==> config.mk <==
export PLATFORM = sky130hd
export DESIGN_NAME = smm_window_ctrl
export DESIGN_NICKNAME = d
export VERILOG_FILES = /design/src/rtl/smw_pkg.sv /design/src/rtl/smw_cfg_lane.sv /design/src/rtl/smw_fsm.sv /design/src/rtl/smw_gate.sv /design/src/rtl/smm_window_ctrl.sv
export SDC_FILE = /design/constraint.sdc
export NUM_CORES = 1
export LEC_CHECK = 0
export BUFFER_PORTS_ARGS = -buffer_cell sky130_fd_sc_hd__buf_2
export CAP_MARGIN = 20
export CORE_MARGIN = 2
export CORE_UTILIZATION = 25
export DETAILED_ROUTE_END_ITERATION = 16
export GPL_ROUTABILITY_DRIVEN = 0
export HOLD_SLACK_MARGIN = 0.03
export PLACE_DENSITY_LB_ADDON = 0.08
export SLEW_MARGIN = 20
export SYNTH_ARGS = -nofsm -noshare
export SYNTH_HDL_FRONTEND = slang
export SYNTH_SLANG_ARGS = --single-unit
==> constraint.sdc <==
create_clock -name clk -period 2.4 [get_ports clk]
set_input_delay 0.36 -clock clk [delete_from_list [all_inputs] [get_ports clk]]
set_output_delay 0.36 -clock clk [all_outputs]
set_load 0.1 [all_outputs]
==> src/rtl/smw_pkg.sv <==
package smw_pkg;

    typedef enum logic [1:0] {
        ST_OPEN   = 2'd0,
        ST_ARMED  = 2'd1,
        ST_LOCKED = 2'd2
    } win_state_e;

    localparam logic [7:0] CODE_QUERY  = 8'hFF;
    localparam logic [7:0] CODE_AVAIL  = 8'h01;
    localparam logic [7:0] CODE_LOCKED = 8'h02;
    localparam int         LOCK_BIT    = 1;

endpackage

==> src/rtl/smw_cfg_lane.sv <==
module smw_cfg_lane #(
    parameter int CFG_AW    = 8,
    parameter int BUS_BYTES = 4,
    parameter int REG_OFF   = 'h9C
) (
    input  logic                   clk,
    input  logic                   rst_n,
    input  logic                   cfg_we,
    input  logic [CFG_AW-1:0]      cfg_addr,
    input  logic [BUS_BYTES-1:0]   cfg_be,
    input  logic [BUS_BYTES*8-1:0] cfg_wdata,
    input  logic [7:0]             reg_byte,
    output logic                   hit_wr,
    output logic [7:0]             wr_byte,
    output logic [BUS_BYTES*8-1:0] cfg_rdata
);
    localparam int LB     = $clog2(BUS_BYTES);
    localparam int LANE   = REG_OFF % BUS_BYTES;
    localparam int DW_IDX = REG_OFF / BUS_BYTES;

    logic dw_sel;

    // Only the dword index matters; the lane comes from the byte enables.
    assign dw_sel  = (32'(cfg_addr[CFG_AW-1:LB]) == 32'(DW_IDX));
    assign hit_wr  = cfg_we && dw_sel && cfg_be[LANE];
    assign wr_byte = cfg_wdata[LANE*8 +: 8];

    for (genvar i = 0; i < BUS_BYTES; i++) begin : g_rd_lane
        if (i == LANE) begin : g_reg
            assign cfg_rdata[i*8 +: 8] = dw_sel ? reg_byte : 8'h00;
        end else begin : g_zero
            assign cfg_rdata[i*8 +: 8] = 8'h00;
        end
    end

    // a register update is only ever requested with its own lane enabled
    a_r12_lane_enable: assert property (@(posedge clk) disable iff (!rst_n)
        hit_wr |-> (cfg_we && cfg_be[LANE]));

endmodule

==> src/rtl/smw_fsm.sv <==
module smw_fsm
    import smw_pkg::*;
(
    input  logic       clk,
    input  logic       rst_n,
    input  logic       feat_en,
    input  logic       hit_wr,
    input  logic [7:0] wr_byte,
    output logic [7:0] reg_byte,
    output logic       locked
);
    win_state_e state_q, state_d;
    logic [7:0] wmask;
    logic [7:0] merged;

    // state register
    always_ff @(posedge clk or negedge rst_n) begin
        if (!rst_n) state_q <= ST_OPEN;
        else        state_q <= state_d;
    end

    // outputs decoded from state: value, write mask, lock flag
    always_comb begin
        reg_byte = 8'h00;
        wmask    = 8'h00;
        locked   = 1'b0;
        unique case (state_q)
            ST_OPEN: begin
                reg_byte = 8'h00;
                wmask    = 8'hFF;
            end
            ST_ARMED: begin
                reg_byte = CODE_AVAIL;
                wmask    = CODE_LOCKED;
            end
            ST_LOCKED: begin
                reg_byte = CODE_LOCKED;
                wmask    = 8'h00;
                locked   = 1'b1;
            end
            default: begin
                reg_byte = 8'h00;
                wmask    = 8'h00;
            end
        endcase
    end

    assign merged = (reg_byte & ~wmask) | (wr_byte & wmask);

    // transitions: query, discard, keep, arm_lock, hold
    always_comb begin
        state_d = state_q;
        unique case (state_q)
            ST_OPEN: begin
                if (hit_wr && feat_en && (merged == CODE_QUERY))
                    state_d = ST_ARMED;
            end
            ST_ARMED: begin
                if (hit_wr && merged[LOCK_BIT])
                    state_d = ST_LOCKED;
            end
            ST_LOCKED: state_d = ST_LOCKED;
            default:   state_d = ST_OPEN;
        endcase
    end

    // lock is sticky until reset
    a_r6_lock_sticky: assert property (@(posedge clk) disable iff (!rst_n)
        (state_q == ST_LOCKED) |=> (state_q == ST_LOCKED));

    // arming needs a query write on the register lane
    a_r2_arm_on_query: assert property (@(posedge clk) disable iff (!rst_n)
        $rose(state_q == ST_ARMED) |-> $past(hit_wr && (wr_byte == CODE_QUERY)));

    // locking only follows a successful query
    a_r4_lock_from_armed: assert property (@(posedge clk) disable iff (!rst_n)
        $rose(state_q == ST_LOCKED) |-> ($past(state_q) == ST_ARMED));

    // a disabled feature never leaves the open state
    a_r10_disabled_open: assert property (@(posedge clk) disable iff (!rst_n)
        !feat_en |-> (state_q == ST_OPEN));

endmodule

==> src/rtl/smw_gate.sv <==
module smw_gate #(
    parameter int              ADDR_W    = 32,
    parameter int              BUS_BYTES = 4,
    parameter logic [31:0]     WIN_BASE  = 32'h0003_0000,
    parameter int              WIN_BYTES = 128 * 1024
) (
    input  logic                   clk,
    input  logic                   rst_n,
    input  logic                   locked,
    input  logic                   mem_valid,
    input  logic [ADDR_W-1:0]      mem_addr,
    input  logic                   mem_write,
    input  logic                   mem_smm,
    input  logic [1:0]             mem_size,
    output logic                   mem_to_ram,
    output logic                   mem_blackhole,
    output logic [BUS_BYTES*8-1:0] mem_bh_rdata
);
    localparam logic [ADDR_W:0] LO = (ADDR_W+1)'(WIN_BASE);
    localparam logic [ADDR_W:0] HI = LO + (ADDR_W+1)'(WIN_BYTES);

    logic in_win;
    logic hide;
    logic unused_wr;

    assign in_win = ({1'b0, mem_addr} >= LO) && ({1'b0, mem_addr} < HI);
    assign hide   = locked && in_win && !mem_smm;

    // reads and writes are swallowed alike; direction does not alter routing
    assign unused_wr     = mem_write;
    assign mem_blackhole = mem_valid && hide;
    assign mem_to_ram    = mem_valid && !hide;

    for (genvar i = 0; i < BUS_BYTES; i++) begin : g_bh_lane
        assign mem_bh_rdata[i*8 +: 8] =
            (mem_blackhole && (32'(mem_size) >= i)) ? 8'hFF : 8'h00;
    end

    // SMM accesses are never swallowed
    a_r8_smm_reaches_ram: assert property (@(posedge clk) disable iff (!rst_n)
        (mem_valid && mem_smm) |-> (mem_to_ram && !mem_blackhole));

    // before lock nothing is hidden
    a_r9_open_passes: assert property (@(posedge clk) disable iff (!rst_n)
        (mem_valid && !locked) |-> mem_to_ram);

    // addresses below the base pass through
    a_r11_below_base: assert property (@(posedge clk) disable iff (!rst_n)
        (mem_valid && ({1'b0, mem_addr} < LO)) |-> !mem_blackhole);

    // an access has at most one destination
    a_r7_one_route: assert property (@(posedge clk) disable iff (!rst_n)
        $onehot0({mem_to_ram, mem_blackhole}));

endmodule

==> src/rtl/smm_window_ctrl.sv <==
module smm_window_ctrl #(
    parameter int          CFG_AW    = 8,
    parameter int          BUS_BYTES = 4,
    parameter int          ADDR_W    = 32,
    parameter int          REG_OFF   = 'h9C,
    parameter logic [31:0] WIN_BASE  = 32'h0003_0000,
    parameter int          WIN_BYTES = 128 * 1024
) (
    input  logic                   clk,
    input  logic                   rst_n,
    input  logic                   feat_en,
    input  logic                   cfg_we,
    input  logic [CFG_AW-1:0]      cfg_addr,
    input  logic [BUS_BYTES-1:0]   cfg_be,
    input  logic [BUS_BYTES*8-1:0] cfg_wdata,
    output logic [BUS_BYTES*8-1:0] cfg_rdata,
    input  logic                   mem_valid,
    input  logic [ADDR_W-1:0]      mem_addr,
    input  logic                   mem_write,
    input  logic                   mem_smm,
    input  logic [1:0]             mem_size,
    output logic                   mem_to_ram,
    output logic                   mem_blackhole,
    output logic [BUS_BYTES*8-1:0] mem_bh_rdata
);
    logic       hit_wr;
    logic [7:0] wr_byte;
    logic [7:0] reg_byte;
    logic       locked;

    smw_cfg_lane #(
        .CFG_AW    (CFG_AW),
        .BUS_BYTES (BUS_BYTES),
        .REG_OFF   (REG_OFF)
    ) u_lane (
        .clk       (clk),
        .rst_n     (rst_n),
        .cfg_we    (cfg_we),
        .cfg_addr  (cfg_addr),
        .cfg_be    (cfg_be),
        .cfg_wdata (cfg_wdata),
        .reg_byte  (reg_byte),
        .hit_wr    (hit_wr),
        .wr_byte   (wr_byte),
        .cfg_rdata (cfg_rdata)
    );

    smw_fsm u_fsm (
        .clk      (clk),
        .rst_n    (rst_n),
        .feat_en  (feat_en),
        .hit_wr   (hit_wr),
        .wr_byte  (wr_byte),
        .reg_byte (reg_byte),
        .locked   (locked)
    );

    smw_gate #(
        .ADDR_W    (ADDR_W),
        .BUS_BYTES (BUS_BYTES),
        .WIN_BASE  (WIN_BASE),
        .WIN_BYTES (WIN_BYTES)
    ) u_gate (
        .clk           (clk),
        .rst_n         (rst_n),
        .locked        (locked),
        .mem_valid     (mem_valid),
        .mem_addr      (mem_addr),
        .mem_write     (mem_write),
        .mem_smm       (mem_smm),
        .mem_size      (mem_size),
        .mem_to_ram    (mem_to_ram),
        .mem_blackhole (mem_blackhole),
        .mem_bh_rdata  (mem_bh_rdata)
    );

endmodule

# After elaboration in Yosys (flattened, before gate mapping)
# Index checks and enable logic that the tools add are counted.
classes:
  n_bitwise: 4
  mux: 11
  eq_ne: 6
  reduce_logical: 17
  order_cmp: 5
ops:
  columns: ["cell", "count"]
  rows:
  - ["8-bit 2-to-1 mux", 5]
  - ["32-bit by 18-bit greater-or-equal comparator with 1-bit output, second input constant", 1]
  - ["32-bit by 19-bit < comparator with 1-bit output, second input constant", 1]
  - ["8-bit one-hot mux with 2 select lines", 1]
  - ["1-bit logical AND", 13]
  - ["2-bit by 8-bit bitwise AND with 8-bit output", 1]
  - ["8-bit bitwise AND", 1]
  - ["8-bit == test, second input constant", 1]
  - ["8-bit NOT", 1]
  - ["8-bit bitwise OR", 1]
  - ["6-bit == test, second input constant", 1]
  - ["2-bit one-hot mux with 3 select lines", 1]
  - ["2-bit greater-or-equal comparator, second input constant", 2]
  - ["2-bit 2-to-1 mux", 2]
  - ["2-bit by 1-bit != test with 1-bit output, second input constant", 2]
  - ["2-bit one-hot mux with 2 select lines", 1]
  - ["2-bit by 1-bit == test with 1-bit output, second input constant", 1]
  - ["2-bit == test, second input constant", 1]
  - ["2-bit by 1-bit greater-or-equal comparator with 1-bit output, second input constant", 1]
  - ["1-bit logical NOT", 2]
  - ["2-bit logical NOT", 1]
  - ["2-bit AND reduction", 1]
  - ["1-bit 2-to-1 mux", 1]
word_totals:
  inputBits: 85
  register_bits: 2
  word_cells: 44

# Logic depth before layout (Yosys ltp)
# Gate-level depths: netlist of the first run.
logic_depth:
  word_depth: 9
  depth_mapped: 7
  ltp_nobuf: 6

# Hierarchy
# Synthesis of the first run repeated with hierarchy kept, for this count alone.
hier_totals:
  hier_cells: 120
  hier_area_um2: 922.1
modules_own_cells:
  columns: ["mod", "seq_area_each_um2", "n_inst", "cells_each", "area_per_inst_um2"]
  rows:
  - ["smw_gate", 0.0, 1, 46, 342.8]
  - ["smw_cfg_lane", 0.0, 1, 45, 326.6]
  - ["smw_fsm", 50.0, 1, 29, 252.7]

# Worst setup path after synthesis of the first run
# OpenSTA, ideal clock, no wires.
synth_path:
  kind: "in2out"
  start: "in mem_addr[31]"
  end: "out mem_bh_rdata[25]"
  path_buffers: 1
  arrival_time_ns: 3.650
  path_slack_ns: -1.610
  path_stages: 6
  required_ns: 2.040
  path_cell_list: "or4_4 -> nor4b_2 -> and4_1 -> and3_1 -> and2_1 -> buf_4"
synth_via:
  elab_chain_len: 7
  word_cells_on_any_way: 8
synth_rtl:
  columns: ["item", "line", "source"]
  rows:
  - ["start, declared", "smm_window_ctrl.sv:18", "input logic [ADDR_W-1:0] mem_addr,"]
  - ["32-bit by 18-bit greater-or-equal comparator with 1-bit output / 32-bit by 19-bit < comparator with 1-bit output (equally long branches)", "smw_gate.sv:26", "assign in_win = ({1'b0, mem_addr} >= LO) && ({1'b0, mem_addr} < HI);"]
  - ["1-bit logical AND *", "smw_gate.sv:26", null]
  - ["1-bit logical AND * (2 in a row)", "smw_gate.sv:27", "assign hide = locked && in_win && !mem_smm;"]
  - ["1-bit logical AND *", "smw_gate.sv:31", "assign mem_blackhole = mem_valid && hide;"]
  - ["1-bit logical AND *", "smw_gate.sv:36", "(mem_blackhole && (32'(mem_size) >= i)) ? 8'hFF : 8'h00;"]
  - ["8-bit 2-to-1 mux *", "smw_gate.sv:36", null]
  - ["end, declared", "smm_window_ctrl.sv:24", "output logic [BUS_BYTES*8-1:0] mem_bh_rdata"]
# Mark *: on every way between the ends. The rest lies on a longest branch, timed or not.

# Worst setup path after layout of the first run
layout_path:
  start: "in mem_addr[31]"
  end: "out mem_bh_rdata[27]"
# Same word-level chain as after synthesis.

==> results of run 1 <==
-- metal layers --
| layer | vias up | share of wire | wire length, µm |
|---|---|---|---|
| met5 | - | 0 | 0 |
| met2 | 63 | 0.45 | 762 |
| li1 | 343 | - | - |
| met4 | 0 | 0 | 0 |
| met3 | 0 | 0.15 | 249 |
| met1 | 306 | 0.41 | 690 |
-- power by group through the flow --
stage | logic [mW] | registers [mW] | clock network, mW
floorplan | 0.254 | 0.0344 | 0
global placement | 0.248 | 0.0344 | 0
detailed placement | 0.249 | 0.0344 | 0
CTS | 0.252 | 0.0340 | 0.0776
global route | 0.260 | 0.0340 | 0.0776
finish | 0.253 | 0.0340 | 0.0724
-- logic make-up after synthesis --
| family | count (synthesis) |
|---|---|
| mux | 1 |
| simple gates | 21 |
| buf+inv | 62 |
| flops | 2 |
| fa+ha+maj | 5 |
| other cells | 1 |
| compound gates | 7 |
-- through the flow --
stage          total power, mW  hold slack (ps)   util
2_1_floorplan            0.288             64.4      -
3_3_place_gp             0.282              145  0.463
3_5_place_dp             0.283              146  0.463
4_1_cts                  0.364              439  0.482
5_1_grt                  0.372              461  0.492
6_report                 0.360              451  0.492
-- worst min path at each step --
stage | start | to | slack, ps | depth (start not counted)
floorplan | rst_n | u_fsm.state_q[0] | 60 | 0
global placement | rst_n | u_fsm.state_q[1] | 140 | 1
detailed placement | rst_n | u_fsm.state_q[1] | 150 | 1
CTS | rst_n | u_fsm.state_q[1] | 440 | 2
global route | rst_n | u_fsm.state_q[0] | 460 | 2
finish | rst_n | u_fsm.state_q[1] | 450 | 2
-- layout make-up --
type                    count  area share
well taps                  33      0.0282
multi-input cells          64       0.273
repair buffers             80       0.641
inverters                   3     0.00769
clock buffers               3      0.0154
flip-flops and latches      2      0.0342
-- what timing repair did --
item | in CTS | in global routing
resized for setup | 4 | 4
hold buffers | 1 | 0
pin swaps | 1 | 0
hold endpoints to repair | 2 | 0
setup buffers | 0 | 2
setup endpoints to repair | 32 | 32
-- cell usage in the layout, fill, tap and decap left out --
cell,netlist,routed
o22ai_1,1,1
nor2_1,2,2
a21boi_0,1,1
dfrtp_1,2,2
buf_4,59,3
buf_2,0,40
or4_4,1,1
inv_1,3,3
buf_12,0,34
o21ai_0,3,3
and2b_1,1,1
nand4_1,2,2
and3_4,0,1
nor4_1,2,2
nand2_1,2,2
nand3_1,1,1
nand2b_1,1,1
conb_1,1,30
dlygate4sd3_1,0,1
nor4bb_1,1,1
buf_8,0,1
o21a_4,0,1
nor4b_4,0,1
buf_6,0,1
ha_1,5,5
and4_4,0,1
and2_1,4,2
clkbuf_4,0,3
and2_4,0,2
and3_1,2,1
a211oi_1,1,1
mux2_2,1,1
-- Yosys cell counts --
cell type,number,area [µm²]
o22ai_1,1,6.26
and2_1,4,25.0
or4_4,1,11.3
nor4bb_1,1,10.0
nand2b_1,1,6.26
nand2_1,2,7.51
a211oi_1,1,7.51
o21a_1,1,7.51
and4_1,1,8.76
nor4b_2,1,15.0
a21boi_0,1,7.51
ha_1,5,62.6
and2b_1,1,7.51
nand3_1,1,5.00
nor4_1,2,12.5
conb_1,1,3.75
mux2_2,1,11.3
o21ai_0,3,15.0
and3_1,2,12.5
inv_1,3,11.3
buf_4,59,443
dfrtp_1,2,50.1
nor2_1,2,7.51
nand4_1,2,12.5
==> impl_metrics.env, run 1 <==
export IMPL_setup_viol=24
export IMPL_startpoint="mem_addr[31]"
export IMPL_met3_usage=0.0262
export IMPL_initial_utilization=0.258
export IMPL_crit_cells=7
export IMPL_hpwlAfterDp_mm=1.57
export IMPL_drc=0
export IMPL_violations="negative setup slack"
export IMPL_wl_per_cell_um=9.20
export IMPL_final_antenna_net_count=0
export IMPL_syn_area_um2=767
export IMPL_required_ps=2040
export IMPL_pwr_share_comb=0.704
export IMPL_layout_cells_non_filler=185
export IMPL_dr_pass1_iters=4
export IMPL_hold_path_class="primary input to async pin"
export IMPL_crit_slowest_cell="or4_4"
export IMPL_first_global_vias=488
export IMPL_cp_start_kind="primary input"
export IMPL_clkPwrFrac=0.201
export IMPL_num_vias=712
export IMPL_routed_wl_mm=1.70
export IMPL_r2r_start="u_fsm.state_q[1]"
export IMPL_arrival_ps=2140
export IMPL_synth_mux_area_frac=0.0147
export IMPL_ioPinCount=151
export IMPL_swShare=0.673
export IMPL_drive_gt1_frac=0.592
export IMPL_hold_viol_final=0
export IMPL_yosysSeqAreaShare=0.0653
export IMPL_synth_cells=99
export IMPL_cp_buffers_inverters=2
export IMPL_p_seq_frac=0.095
export IMPL_cts_made_buffers=3
export IMPL_min_period_ps=2500
export IMPL_synth_top_family_by_area="buffers and inverters"
export IMPL_antenna_found_initial=0
export IMPL_port_buffers=74
export IMPL_power_switching_mw=0.242
export IMPL_r2r_end="u_fsm.state_q[1]"
export IMPL_period_share=1.04
export IMPL_syn_area_per_cell_um2=7.75
export IMPL_seq_area_um2=50.0
export IMPL_max_stage_delay_ps=530
export IMPL_rsz0062_at_grt="true"
export IMPL_nets=244
export IMPL_clockRootBuffer="clkbuf_4"
export IMPL_final_max_slew_violation_count=0
export IMPL_coreArea_um2=2980
export IMPL_p_int_mw=0.118
export IMPL_critPathCaptureType="output port"
export IMPL_path_max_fanout=8
export IMPL_grt_util_met1=0.103
export IMPL_die_height_um=59.4
export IMPL_grt_pass1_wl_mm=2.15
export IMPL_ff2ff_path_depth=5
export IMPL_h_tree_depth=1
export IMPL_cts_num_sinks=2
export IMPL_power_density_nw_per_um2=245
export IMPL_grt_usage=0.0805
export IMPL_skew_ps=1.48
export IMPL_cts_max_path_buffers=2
export IMPL_multiInputGateArea_um2=400
export IMPL_num_antenna_cells=0
export IMPL_dp_slack_ps=-157
export IMPL_synthSimpleGateAreaFrac=0.184
export IMPL_r2r_slack_ps=880
export IMPL_die_width_um=59.4
export IMPL_busiest_layer="met2"
export IMPL_die_area_um2=3530
export IMPL_ir_drop_mv=0.217
export IMPL_placed_cell_area_um2=1380
export IMPL_use_met2=0.121
export IMPL_vias_per_cell=3.85
export IMPL_max_cap_viol_count=0
export IMPL_setup_slack_ps=-102
export IMPL_reg_top3="u_fsm.state_q: 2 flops"
export IMPL_num_rows=20
export IMPL_yosysUniqueCellTypes=24
export IMPL_ys_seq_elements=2
export IMPL_largest_reg_flops=2
export IMPL_clock_latency_ps=220
export IMPL_area_growth_pct=91.0
export IMPL_n_fill_cell=255
export IMPL_status="finished, violations left"
export IMPL_clk_pin_slew_ps=30
export IMPL_grt_max_degree=9
export IMPL_dp_cells=179
export IMPL_critPathCapture="mem_bh_rdata[27]"
export IMPL_cellLeakagePower_nw=0.727
export IMPL_synth_compound_area_frac=0.0571
export IMPL_grt_overflow_total=0
export IMPL_finalSetupTns_ps=-1900
export IMPL_synth_xor_area_frac=0
export IMPL_fmax_ghz=0.400
export IMPL_synth_warnings=0
export IMPL_critPathKind="primary input to output port"
export IMPL_synth_adder_area_share=0.0816
export IMPL_cpLargestDelayFamily="simple AND/OR/NAND/NOR gates"
export IMPL_crit_chain="buf_6 -> or4_4 -> nor4b_4 -> and4_4 -> and3_4 -> and2_4 -> buf_12"
export IMPL_drt_iter0_markers=5
export IMPL_cts_tree="built"
export IMPL_top_register="u_fsm.state_q"
export IMPL_design_area_um2=1470
Power figures use the tool's default switching activity.
==> run 2, diff against run 1 <==
--- a/config.mk
+++ b/config.mk
@@ -5,10 +5,11 @@
 export SDC_FILE = /design/constraint.sdc
 export NUM_CORES = 1
 export LEC_CHECK = 0
+export ABC_AREA = 1
 export BUFFER_PORTS_ARGS = -buffer_cell sky130_fd_sc_hd__buf_2
 export CAP_MARGIN = 20
 export CORE_MARGIN = 2
-export CORE_UTILIZATION = 25
+export CORE_UTILIZATION = 28
 export DETAILED_ROUTE_END_ITERATION = 16
 export GPL_ROUTABILITY_DRIVEN = 0
 export HOLD_SLACK_MARGIN = 0.03
==> impl_metrics.env, run 2 <==
export IMPL_status="finished, final reports clean"
export IMPL_setup_slack_ps=105
export IMPL_multiInputGateArea_um2=453
export IMPL_holdWs_ps=451
export IMPL_cts_tree="built"
export IMPL_antenna_found_initial=0
export IMPL_cp_start_kind="flop"
export IMPL_period_share=0.956
export IMPL_grt_pass1_wl_mm=3.13
export IMPL_top_register="u_fsm.state_q"
export IMPL_yosys_top_cells_area="buf_4 48%, nand2_1 11%, inv_1 11%"
export IMPL_post_route_util=0.550
export IMPL_synth_cells=151
export IMPL_r2r_start="u_fsm.state_q[0]"
export IMPL_ys_top_cells_by_count="59 x buf_4, 27 x nand2_1, 26 x inv_1"
export IMPL_power_density_nw_per_um2=222
export IMPL_layout_cells_non_filler=252
export IMPL_wl_per_cell_um=9.15
export IMPL_synthArstFlopShare=1.00
export IMPL_num_antenna_cells=0
export IMPL_dp_slack_ps=190
export IMPL_die_width_um=61.2
export IMPL_synth_edf_count=0
export IMPL_fin_total_pwr_mw=0.376
export IMPL_hold_path_class="primary input to async pin"
export IMPL_ys_flop_type="dfrtp_1"
export IMPL_h_tree_depth=1
export IMPL_cp_buffers_inverters=3
export IMPL_clk_pin_slew_ps=30
export IMPL_num_rows=20
export IMPL_drc=0
export IMPL_grt_overflow_total=0
export IMPL_cellLeakagePower_nw=0.874
export IMPL_reg_top3="u_fsm.state_q: 2 flops"
export IMPL_largest_reg_flops=2
export IMPL_ys_seq_elements=2
export IMPL_initial_utilization=0.298
export IMPL_final_common_cell="buf_2"
export IMPL_yosysMostFrequentCell="buf_4"
export IMPL_n_fill_cell=292
export IMPL_final_antenna_net_count=0
export IMPL_syn_area_um2=917
export IMPL_arrival_ps=1930
export IMPL_first_global_vias=788
export IMPL_cts_num_sinks=2
export IMPL_drt_iter0_markers=20
export IMPL_ir_drop_mv=0.266
export IMPL_routed_wl_mm=2.31
export IMPL_required_ps=2040
export IMPL_syn_area_per_cell_um2=6.07
export IMPL_clockRootBuffer="clkbuf_4"
export IMPL_hold_viol_final=0
export IMPL_die_height_um=61.2
export IMPL_post_synth_top_area_cell="buf_4"
export IMPL_min_period_ps=2290
export IMPL_yosysUniqueCellTypes=17
export IMPL_dr_pass1_iters=3
export IMPL_grt_max_degree=10
export IMPL_crit_slowest_cell="dfrtp_2"
export IMPL_path_max_fanout=8
export IMPL_rsz0062_at_grt="true"
export IMPL_yosysSeqAreaShare=0.0546
export IMPL_layout_common_cells="41 x buf_2, 33 x buf_12, 30 x conb_1"
export IMPL_drive_gt1_frac=0.471
export IMPL_setup_viol=0
export IMPL_final_max_slew_violation_count=0
export IMPL_grt_usage=0.107
export IMPL_seq_area_um2=51.3
export IMPL_ioPinCount=151
export IMPL_area_growth_pct=84.7
export IMPL_placed_cell_area_um2=1570
export IMPL_startpoint="u_fsm.state_q[0]"
export IMPL_vias_per_cell=3.65
export IMPL_num_vias=921
export IMPL_skew_ps=1.09
export IMPL_yosysTopAreaCellShare=0.483
export IMPL_max_stage_delay_ps=410
export IMPL_port_buffers=74
export IMPL_design_area_um2=1690
export IMPL_max_cap_viol_count=0
export IMPL_hpwlAfterDp_mm=2.07
export IMPL_die_area_um2=3750
export IMPL_cts_made_buffers=3
export IMPL_nets=300
export IMPL_synth_warnings=0
export IMPL_crit_chain="inv_2 -> ha_2 -> nand2_1 -> nor2_1 -> nand2_1 -> nor2_2 -> nand4_1 -> nor2_4 -> buf_12 -> buf_12"
export IMPL_clock_latency_ps=220
export IMPL_coreArea_um2=3080
export IMPL_cpLargestDelayFamily="simple AND/OR/NAND/NOR gates"
export IMPL_critPathCaptureType="output port"
export IMPL_dp_cells=242
export IMPL_fmax_ghz=0.436
export IMPL_critPathKind="flop to output port"
export IMPL_cts_max_path_buffers=2
export IMPL_finalSetupTns_ps=0
## run 2: cell types whose count changed after synthesis, moves of 2 or more
cell	before	now
nor2_2	0	2
inv_1	3	26
nand3_1	1	5
nand2_1	2	27
and2_1	4	0
and3_1	2	0
nor2_1	2	12
nor4_1	2	0
## run 2: where the power goes
| group | switching [mW] | total, mW | internal, mW |
|---|---|---|---|
| registers | 0.0000113 | 0.0340 | 0.0340 |
| clock network | 0.0194 | 0.0746 | 0.0552 |
| logic | 0.235 | 0.267 | 0.0319 |
## run 2: cells by family (layout without fill, tap and decap cells)
group	Yosys count	after routing	synth area share
buffers and inverters	85	113	0.589
AND/OR/NAND/NOR	54	54	0.262
adder cells (fa/ha/maj)	5	5	0.0682
AO/OA/AOI/OAI	4	4	0.0218
flip-flops	2	2	0.0546
other	1	30	0.00409
## run 2: cell type report
class | instances | share of cell area
repair buffers | 84 | 0.595
multi-input cells | 93 | 0.267
inverters | 26 | 0.0620
well taps | 44 | 0.0325
flip-flops and latches | 2 | 0.0303
clock buffers | 3 | 0.0133
## run 2: what timing repair did
action,CTS,global route
hold buffers,1,0
resized for setup,1,5
endpoints found under the hold margin,2,0
pin swaps,0,5
setup endpoints to repair,17,33
buffers inserted,1,5
## run 2: worst reg2reg max path, cell delays in order (launching register included)
cell	delay (ps)
dfrtp_2	370
inv_2	40
buf_4	130
ha_1	260
or2_2	290
nand2_1	80
nand2_1	70
nand2_1	60
nand2_1	50
## run 2: worst paths after layout
kind / endpoint / slack (ps) / cells past startpoint
setup / recovery: mem_bh_rdata[26] / 110 / 10
setup reg to reg: u_fsm.state_q[0] / 930 / 8
hold / removal: u_fsm.state_q[1] / 450 / 2
hold reg to reg: u_fsm.state_q[1] / 540 / 2
max in group asynchronous: u_fsm.state_q[0] / 1840 / 2
min in group clk: u_fsm.state_q[0] / 490 / 5
## run 2: layer usage
layer	global-route usage	up-vias	part of all wire
li1	-	472	-
met2	0.216	52	0.55
met5	0	-	0
met4	0.0280	0	0
met1	0.115	397	0.34
met3	0.0126	0	0.11
==> run 3, diff against run 2 <==
--- a/config.mk
+++ b/config.mk
@@ -12,8 +12,11 @@
 export CORE_UTILIZATION = 28
 export DETAILED_ROUTE_END_ITERATION = 16
 export GPL_ROUTABILITY_DRIVEN = 0
+export GPL_TIMING_DRIVEN = 0
 export HOLD_SLACK_MARGIN = 0.03
+export MAX_ROUTING_LAYER = met4
 export PLACE_DENSITY_LB_ADDON = 0.08
+export REMOVE_ABC_BUFFERS = 1
 export SLEW_MARGIN = 20
 export SYNTH_ARGS = -nofsm -noshare
 export SYNTH_HDL_FRONTEND = slang
==> impl_metrics.env, run 3 (synthesized netlist as in run 2, its figures left out) <==
export IMPL_status="finished, final reports clean"
export IMPL_cts_made_buffers=3
export IMPL_grt_pass1_wl_mm=2.84
export IMPL_die_width_um=61.2
export IMPL_hold_path_class="primary input to async pin"
export IMPL_vias_per_cell=3.60
export IMPL_power_density_nw_per_um2=301
export IMPL_port_buffers=74
export IMPL_fin_total_pwr_mw=0.374
export IMPL_drt_iter0_markers=46
export IMPL_layout_common_cells="41 x buf_2, 30 x conb_1, 26 x nand2_1"
export IMPL_r2r_end="u_fsm.state_q[0]"
export IMPL_first_global_vias=743
export IMPL_max_cap_viol_count=0
export IMPL_area_growth_pct=35.5
export IMPL_h_tree_depth=1
export IMPL_r2r_start="u_fsm.state_q[1]"
export IMPL_max_stage_delay_ps=430
export IMPL_wl_per_cell_um=8.94
export IMPL_num_antenna_cells=0
export IMPL_clk_pin_slew_ps=30
export IMPL_dp_slack_ps=-28.2
export IMPL_reg_top3="u_fsm.state_q: 2 flops"
export IMPL_hpwlAfterDp_mm=1.79
export IMPL_fmax_ghz=0.441
export IMPL_cp_start_kind="flop"
export IMPL_finalSetupTns_ps=0
export IMPL_crit_chain="inv_4 -> ha_4 -> nand2_2 -> nor2_2 -> nand2_1 -> nor2_2 -> nand3_1 -> nor2_4 -> buf_4"
export IMPL_initial_utilization=0.298
export IMPL_cts_max_path_buffers=2
export IMPL_die_area_um2=3750
export IMPL_arrival_ps=1910
export IMPL_rsz0062_at_grt="false"
export IMPL_cpMostUsedCell="nor2_2"
export IMPL_setup_slack_ps=133
export IMPL_num_vias=883
export IMPL_required_ps=2040
export IMPL_routed_wl_mm=2.19
export IMPL_cpLargestDelayFamily="simple AND/OR/NAND/NOR gates"
export IMPL_num_rows=20
export IMPL_coreArea_um2=3080
export IMPL_ff2ff_path_depth=7
export IMPL_nets=293
export IMPL_cp_buffers_inverters=2
export IMPL_period_share=0.945
export IMPL_path_max_fanout=8
export IMPL_final_antenna_net_count=0
export IMPL_cts_num_sinks=2
export IMPL_grt_overflow_total=0
export IMPL_grt_usage=0.102
export IMPL_hold_viol_final=0
export IMPL_critPathCaptureType="output port"
export IMPL_drive_gt1_frac=0.468
export IMPL_ioPinCount=151
export IMPL_drc=0
export IMPL_final_max_slew_violation_count=0
export IMPL_grt_max_degree=10
export IMPL_die_height_um=61.2
export IMPL_setup_viol=0
export IMPL_top_register="u_fsm.state_q"
export IMPL_r2r_slack_ps=970
export IMPL_final_common_cell="buf_2"
export IMPL_cts_tree="built"
export IMPL_critPathKind="flop to output port"
export IMPL_cellLeakagePower_nw=0.761
export IMPL_largest_reg_flops=2
export IMPL_antenna_found_initial=0
export IMPL_skew_ps=2.90
export IMPL_dr_pass1_iters=4
export IMPL_clockRootBuffer="clkbuf_4"
export IMPL_clock_latency_ps=220
export IMPL_min_period_ps=2270
export IMPL_ir_drop_mv=0.161
export IMPL_crit_slowest_cell="dfrtp_2"
-- run 3: changes by cell type in the layout (fill, tap and decap cells not counted), sizes merged --
| cell | previous run | this run |
|---|---|---|
| inv | 24 | 26 |
| clkinvlp | 2 | 0 |
| buf | 83 | 76 |
-- run 3: final cells by class --
type                            count  area, µm²
Fill cell                         332       1840
Multi-Input combinational cell     93        468
Tap cell                           44       55.1
Inverter                           26        100
Clock buffer                        3       22.5
Timing Repair Buffer               77        544
Sequential cell                     2       52.6
-- run 3: worst max path at each step --
stage	from	endpoint	slack (ps)	cells past startpoint
4_1_cts	u_fsm.state_q[0]	mem_bh_rdata[31]	-20	9
3_5_place_dp	u_fsm.state_q[0]	mem_bh_rdata[30]	-30	9
2_1_floorplan	u_fsm.state_q[0]	mem_bh_rdata[24]	-8760	8
6_report	u_fsm.state_q[0]	mem_bh_rdata[8]	130	9
5_1_grt	u_fsm.state_q[0]	mem_bh_rdata[9]	6	9
3_3_place_gp	u_fsm.state_q[0]	mem_bh_rdata[9]	10	9
-- run 3: what timing repair did --
item                                    4_1_cts  5_1_grt
endpoints found under the setup margin       33       33
endpoints found under the hold margin         2        0
pin swaps                                     3        6
gates resized for setup                      39       29
hold buffers                                  1        0
buffers inserted                              1        2
-- run 3: worst register-to-register path: cells and delay by family, from the launching register on --
family | cells | cell delay (ps)
DFF | 1 | 410
buffers and inverters | 1 | 100
and+or+nand+nor | 5 | 560
adders and majority gates | 1 | 250
-- run 3: through the flow --
stage	hold slack, ps	utilization	cells	instance area, µm²
floorplan	64.4	-	121	583
global placement	145	0.328	239	1010
detailed placement	147	0.328	239	1010
CTS	442	0.375	244	1150
global route	454	0.404	245	1240
finish	453	0.404	245	1240
-- run 3: routing by layer --
layer  global-route usage  routed length [µm]  vias to the layer above
li1                     -                   -                      458
met1               0.0932                 741                      367
met2                0.207                1180                       56
met3               0.0147                 243                        2
met4               0.0373                  23                        0
met5                    -                   0                        -
-- run 3: report_power, final --
part | switching (mW) | internal [mW] | leakage, nW
combinational | 0.235 | 0.0318 | 0.723
clock | 0.0181 | 0.0551 | 0.0138
sequential | 0.0000178 | 0.0340 | 0.0246
